File: config.mk
export PLATFORM = sky130hd
export DESIGN_NAME = fpcsr_unit
export DESIGN_NICKNAME = d
export VERILOG_FILES = /design/src/rtl/fpcsr_pkg.sv /design/src/rtl/fpcsr_ctrl.sv /design/src/rtl/fpcsr_dp.sv /design/src/rtl/fpcsr_unit.sv
export SDC_FILE = /design/constraint.sdc
export NUM_CORES = 1
export LEC_CHECK = 0
export ABC_AREA = 1
export CORE_ASPECT_RATIO = 1.4
export CORE_MARGIN = 5
export CORE_UTILIZATION = 36
export CTS_BUF_LIST = sky130_fd_sc_hd__clkbuf_4 sky130_fd_sc_hd__clkbuf_8
export DETAILED_ROUTE_END_ITERATION = 12
export PLACE_DENSITY = 0.83
export SYNTH_ARGS = -nofsm -noshare
export SYNTH_HDL_FRONTEND = slang
export SYNTH_SLANG_ARGS = --single-unit
export TNS_END_PERCENT = 5
File: constraint.sdc
create_clock -name clk -period 1.75 [get_ports clk]
set_input_delay 0.2625 -clock clk [delete_from_list [all_inputs] [get_ports clk]]
set_output_delay 0.2625 -clock clk [all_outputs]
set_load 0.005 [all_outputs]
File: src/rtl/fpcsr_pkg.sv
package fpcsr_pkg;
  localparam int CSR_W     = 32;
  localparam int EV_W      = 5;
  localparam int RM_LO     = 0;
  localparam int FLAG_LO   = 2;
  localparam int EN_LO     = 7;
  localparam int CAUSE_LO  = 12;
  localparam int CAUSE_W   = 6;
  localparam int CC0_POS   = 23;
  localparam int FLUSH_POS = 24;
  localparam int CCHI_LO   = 25;

  // Bits a control write may change.
  localparam logic [CSR_W-1:0] WR_MASK =
      (32'h1 << FLUSH_POS) | (32'h1F << EN_LO) | (32'h1F << FLAG_LO) | 32'h3;

  function automatic int ccPos(input int k);
    return (k == 0) ? CC0_POS : (CCHI_LO - 1 + k);
  endfunction

  typedef struct packed {
    logic             ctlAny;
    logic             ctlHit;
    logic [CSR_W-1:0] ctlVal;
    logic             opUpd;
    logic [EV_W-1:0]  ev;
    logic             ccWr;
    logic [2:0]       ccSel;
    logic             ccVal;
  } csrStrobe_t;
endpackage

File: src/rtl/fpcsr_ctrl.sv
module fpcsr_ctrl
  import fpcsr_pkg::*;
#(
  parameter int IDX_W   = 5,
  parameter int CSR_IDX = 31
) (
  input  logic             clk,
  input  logic             rst_n,
  input  logic             ctlWrEn,
  input  logic [IDX_W-1:0] ctlWrIdx,
  input  logic [IDX_W-1:0] ctlSrcReg,
  input  logic [CSR_W-1:0] ctlSrcData,
  input  logic             ctlRdEn,
  input  logic [IDX_W-1:0] ctlRdIdx,
  input  logic [IDX_W-1:0] ctlRdDst,
  input  logic             opValid,
  input  logic [EV_W-1:0]  opEvents,
  input  logic             opIsCmp,
  input  logic [2:0]       opCcSel,
  input  logic             opCmpTrue,
  input  logic [CSR_W-1:0] csrQ,
  input  logic             trapNext,
  output csrStrobe_t       stb,
  output logic [CSR_W-1:0] rdData,
  output logic             rdWrEn,
  output logic             resWrEn
);
  logic [CSR_W-1:0] srcVal;

  always_comb begin
    srcVal     = (ctlSrcReg == '0) ? '0 : ctlSrcData;
    stb.ctlAny = ctlWrEn;
    stb.ctlHit = ctlWrEn && (ctlWrIdx == IDX_W'(CSR_IDX));
    stb.ctlVal = srcVal;
    // Control write wins over a colliding operation strobe.
    stb.opUpd  = opValid && !ctlWrEn;
    stb.ev     = opEvents;
    stb.ccWr   = stb.opUpd && opIsCmp && !trapNext;
    stb.ccSel  = opCcSel;
    stb.ccVal  = opCmpTrue;
    resWrEn    = stb.opUpd && !opIsCmp && !trapNext;
    rdData     = (ctlRdIdx == IDX_W'(CSR_IDX)) ? csrQ : '0;
    rdWrEn     = ctlRdEn && (ctlRdDst != '0);
  end

  a_r6_trap_blocks_result: assert property (@(posedge clk) disable iff (!rst_n)
    trapNext |-> (!resWrEn && !stb.ccWr));

  a_r1_other_index_zero: assert property (@(posedge clk) disable iff (!rst_n)
    (ctlRdIdx != IDX_W'(CSR_IDX)) |-> (rdData == '0));

  a_r2_no_collision: assert property (@(posedge clk) disable iff (!rst_n)
    !(ctlWrEn && opValid));
endmodule

File: src/rtl/fpcsr_dp.sv
module fpcsr_dp
  import fpcsr_pkg::*;
#(
  parameter int NUM_CC = 8
) (
  input  logic             clk,
  input  logic             rst_n,
  input  csrStrobe_t       stb,
  output logic [CSR_W-1:0] csrQ,
  output logic             trapNext,
  output logic [1:0]       rndMode,
  output logic             flushEn,
  output logic [NUM_CC-1:0] ccBits
);
  logic [CSR_W-1:0] nxtBase, nxtFull;
  logic [NUM_CC-1:0] ccHit;

  always_comb begin
    nxtBase = csrQ;
    if (stb.ctlHit) begin
      nxtBase = (csrQ & ~WR_MASK) | (stb.ctlVal & WR_MASK);
    end else if (stb.opUpd) begin
      nxtBase[CAUSE_LO +: CAUSE_W] = {1'b0, stb.ev};
      nxtBase[FLAG_LO +: EV_W]     = csrQ[FLAG_LO +: EV_W] | stb.ev;
    end
  end

  always_comb begin
    trapNext = (stb.ctlAny || stb.opUpd) &&
               (|(nxtBase[CAUSE_LO +: EV_W] & nxtBase[EN_LO +: EV_W]));
  end

  for (genvar k = 0; k < NUM_CC; k++) begin : g_cc
    assign ccHit[k]  = stb.ccWr && (stb.ccSel == 3'(k));
    assign ccBits[k] = csrQ[ccPos(k)];
  end

  always_comb begin
    nxtFull = nxtBase;
    for (int k = 0; k < NUM_CC; k++) begin
      if (ccHit[k]) nxtFull[ccPos(k)] = stb.ccVal;
    end
  end

  always_ff @(posedge clk) begin
    if (!rst_n) csrQ <= '0;
    else        csrQ <= nxtFull;
  end

  assign rndMode = csrQ[RM_LO +: 2];
  assign flushEn = csrQ[FLUSH_POS];

  a_r4_cause_replaced: assert property (@(posedge clk) disable iff (!rst_n)
    stb.opUpd |=> (csrQ[CAUSE_LO +: CAUSE_W] == {1'b0, $past(stb.ev)}));

  a_r5_flags_sticky: assert property (@(posedge clk) disable iff (!rst_n)
    !stb.ctlHit |=> ((csrQ[FLAG_LO +: EV_W] & $past(csrQ[FLAG_LO +: EV_W]))
                      == $past(csrQ[FLAG_LO +: EV_W])));

  a_r2_protected_bits: assert property (@(posedge clk) disable iff (!rst_n)
    stb.ctlAny |=> ((csrQ & ~WR_MASK) == ($past(csrQ) & ~WR_MASK)));

  a_r8_one_cc_written: assert property (@(posedge clk) disable iff (!rst_n)
    $onehot0(ccHit));
endmodule

File: src/rtl/fpcsr_unit.sv
module fpcsr_unit
  import fpcsr_pkg::*;
#(
  parameter int IDX_W   = 5,
  parameter int CSR_IDX = 31,
  parameter int NUM_CC  = 8,
  localparam int SEL_W  = $clog2(NUM_CC)
) (
  input  logic              clk,
  input  logic              rst_n,
  input  logic              ctlWrEn,
  input  logic [IDX_W-1:0]  ctlWrIdx,
  input  logic [IDX_W-1:0]  ctlSrcReg,
  input  logic [31:0]       ctlSrcData,
  input  logic              ctlRdEn,
  input  logic [IDX_W-1:0]  ctlRdIdx,
  input  logic [IDX_W-1:0]  ctlRdDst,
  output logic [31:0]       rdData,
  output logic              rdWrEn,
  input  logic              opValid,
  input  logic [4:0]        opEvents,
  input  logic              opIsCmp,
  input  logic [SEL_W-1:0]  opCcSel,
  input  logic              opCmpTrue,
  output logic              resWrEn,
  output logic              fpTrap,
  output logic [1:0]        rndMode,
  output logic              flushEn,
  output logic [NUM_CC-1:0] ccBits
);
  csrStrobe_t       stb;
  logic [CSR_W-1:0] csrQ;
  logic             trapNext;

  fpcsr_ctrl #(.IDX_W(IDX_W), .CSR_IDX(CSR_IDX)) u_ctrl (
    .clk(clk), .rst_n(rst_n),
    .ctlWrEn(ctlWrEn), .ctlWrIdx(ctlWrIdx), .ctlSrcReg(ctlSrcReg),
    .ctlSrcData(ctlSrcData), .ctlRdEn(ctlRdEn), .ctlRdIdx(ctlRdIdx),
    .ctlRdDst(ctlRdDst), .opValid(opValid), .opEvents(opEvents),
    .opIsCmp(opIsCmp), .opCcSel(opCcSel), .opCmpTrue(opCmpTrue),
    .csrQ(csrQ), .trapNext(trapNext), .stb(stb), .rdData(rdData),
    .rdWrEn(rdWrEn), .resWrEn(resWrEn)
  );

  fpcsr_dp #(.NUM_CC(NUM_CC)) u_dp (
    .clk(clk), .rst_n(rst_n), .stb(stb), .csrQ(csrQ), .trapNext(trapNext),
    .rndMode(rndMode), .flushEn(flushEn), .ccBits(ccBits)
  );

  assign fpTrap = trapNext;

  a_r7_trap_only_on_event: assert property (@(posedge clk) disable iff (!rst_n)
    fpTrap |-> (ctlWrEn || opValid));
endmodule

==> impl_metrics.tcl <==
set metrics [dict create \
    status "finished clean" \
    p_int_w 0.00107 \
    power.density_mw_per_mm2 499 \
    finalHoldViolCount 0 \
    switching_share_pct 23.8 \
    cp_top_family "simple AND/OR/NAND/NOR gates" \
    gp_congestion 0.875 \
    rows 28 \
    ys_seq_elements 26 \
    h-tree-depth 1 \
    synth_warnings 0 \
    clkTransAtPathRegs_ns 0.09 \
    cp-end-kind "output pin" \
    ir_drop_mv 0.341 \
    syn_area_sq_mm 0.00157 \
    netlist.area_leader.share_pct 33.2 \
    io_pins 113 \
    start_util_pct 37.0 \
    clock_sinks 26 \
    pwr-share-clk_pct 35.7 \
    grt_pass1_wl_um 8710 \
    cts_tree "yes" \
    chipHeight_um 88.1 \
    m1WireLength_um 1960 \
    dp_hpwl_um 3860 \
    die_area_sq_mm 0.00579 \
    reg2reg_from "u_dp.csrQ[12]" \
    clk_latency_ns 0.27 \
    leakage_nw 1.31 \
    insertedDiodeCount 0 \
    cp_max_fo 5 \
    drive_gt1_share_pct 32.9 \
    p_total_w 0.00140 \
    grt_pass1_vias 2010 \
    cts-root-buf "clkbuf_8" \
    slew_viol_final 0 \
    cts_hold_buffers 0 \
    fmax_mhz 575 \
    synthFlopType "dfxtp_1" \
    rsz0062_at_grt "true" \
    largest_register_ffs 26 \
    ys_types 27 \
    die_w_um 65.8 \
    instances_no_fill 419 \
    drc 0 \
    wl_met2_um 3140 \
    synth_most_common_cell "nor2_1" \
    grt_start_max_net_pins 23 \
    period_minus_slack_ns 1.74 \
    min_path_type "flip-flop to flip-flop" \
    grt_use_total_pct 18.8 \
    first_iter_violations 87 \
    ys_top_cells_by_area "dfxtp_1, nor2_1, nand2_1" \
    reg_top3 "u_dp.csrQ: 26 flops" \
    power_frac_comb_pct 20.4 \
    crit_start "ctlSrcReg[1]" \
    finalNetCount 427 \
    period_share_pct 99.3 \
    final_core_util_pct 66.2 \
    synthArstFlopShare_pct 0 \
    fin_skew_ns 0.00814 \
    grt_overflow_total 0 \
    cap_violations 0 \
    start_kind "primary input" \
    vias_per_cell 4.61 \
    port_buffers 87 \
    routed-via-count 1931 \
    p_switching_w 0.000333 \
    met3_length_um 273 \
    yosysSeqAreaShare_pct 33.2 \
    cts_inserted_buffers 3 \
    synth_cells 254 \
    wirelength_um 5580 \
    crit_slowest_cell "clkdlybuf4s15_1" \
    seq_power_share_pct 43.8 \
    min_from "u_dp.csrQ[30]" \
    top_layer_used "met4" \
    setup_viol 0 \
    antenna_left 0 \
    critical_path.max_stage_delay_ns 0.20 \
    regMostFlops "u_dp.csrQ" \
    antenna_found_initial 0 \
    syn_to_final_growth_pct 79.2 \
    cp_cell_sequence "clkdlybuf4s15_1, nor2_4, nand3_4, nand2_2, nand2_4, nand2_4, o21ai_4, nor2_4, nor2_2, nor3_1, buf_2" \
    cp.required_ns 1.49 \
    cts_buffer_depth 2 \
    synth_edf_count 0 \
    hold_slack_ns 0.477 \
    core_area_sq_mm 0.00424 \
    critical_path_class "primary input to output pin" \
    syn_area_per_cell_sq_um 6.17 \
    arrival_ns 1.48 \
    path_buf_inv 2 \
    yosysTopAreaCell "dfxtp_1" \
    synthTopCellsByCount "nor2_1, nand2_1, inv_1" \
    wl_per_cell_um 13.3 \
    place_inst 401 \
    first_pass_iters 4 \
]
## placed cells by master, fill, tap and decap left out, types with 3 or more instances in the layout
cell and instances:
a21oi_1 4, a22oi_1 3, a31oi_1 5, buf_2 28
buf_4 24, buf_6 9, clkbuf_8 3, clkdlybuf4s15_1 8
clkdlybuf4s50_1 41, conb_1 6, dfxtp_1 26, dlymetal6s2s_1 5
inv_1 34, inv_2 6, nand2_1 36, nand2_2 8
nand2_4 11, nand3_1 8, nand3_2 5, nand4_1 4
nor2_1 55, nor2_2 3, nor2_4 5, o21ai_2 5
## repair_timing
action,4_1_cts,5_1_grt
buffers inserted,7,4
hold endpoints to repair,0,0
gates resized for setup,190,31
gates cloned,3,0
pin swaps,22,18
setup endpoints to repair,36,21
## routing by layer
metal	up-vias	global-route usage (%)
met4	0	9.43
met3	19	2.82
li1	961	-
met1	883	18.5
met2	68	37.0
met5	-	0
## metrics by stage
stage	area, sq um	setup WS, ns	setup TNS (ns)
3_5_place_dp	2510	-0.726	-13.17
3_3_place_gp	2510	-0.691	-12.64
6_report	2810	0.0123	0
4_1_cts	2690	-0.0651	-0.160
5_1_grt	2810	-0.106	-0.106
2_1_floorplan	1590	0.152	0
## final timing paths
| kind | slack, ns | endpoint | depth (start not counted) |
|---|---|---|---|
| worst min register to register | 0.48 | u_dp.csrQ[30] | 2 |
| worst min-delay path | 0.48 | u_dp.csrQ[30] | 2 |
| worst max register to register | 0.36 | u_dp.csrQ[28] | 10 |
| worst max-delay path | 0.01 | resWrEn | 11 |
## worst register-to-register path, delay by kind of cell (launching register included)
family | cells | cell delay [ns]
AOI/OAI and AO/OA | 2 | 0.30
buffers and inverters | 2 | 0.25
DFF | 1 | 0.33
and+or+nand+nor | 6 | 0.42
## power groups by stage
| stage | combinational [W] | sequential [W] | clock, W |
|---|---|---|---|
| 6_report | 0.000286 | 0.000614 | 0.000501 |
| 5_1_grt | 0.000311 | 0.000616 | 0.000536 |
| 4_1_cts | 0.000271 | 0.000614 | 0.000512 |
| 3_5_place_dp | 0.000246 | 0.000627 | 0 |
| 3_3_place_gp | 0.000242 | 0.000627 | 0 |
| 2_1_floorplan | 0.000100 | 0.000626 | 0 |
## cell families after synthesis
logic type	count (synthesis)	share of synthesized area (%)
AOI/OAI and AO/OA	20	7.99
buffers and inverters	67	21.3
DFF	26	33.2
other	1	0.239
and+or+nand+nor	140	37.2
## area by class of cell
cell class / count / area [sq um]
tap: 60 / 75.1
fill: 355 / 1430
multi-input combinational: 166 / 935
clock buffer: 3 / 41.3
clock inverter: 1 / 30.0
timing repair buffer: 121 / 1040
sequential: 26 / 520
inverter: 42 / 165
Power figures use the tool's default switching activity.
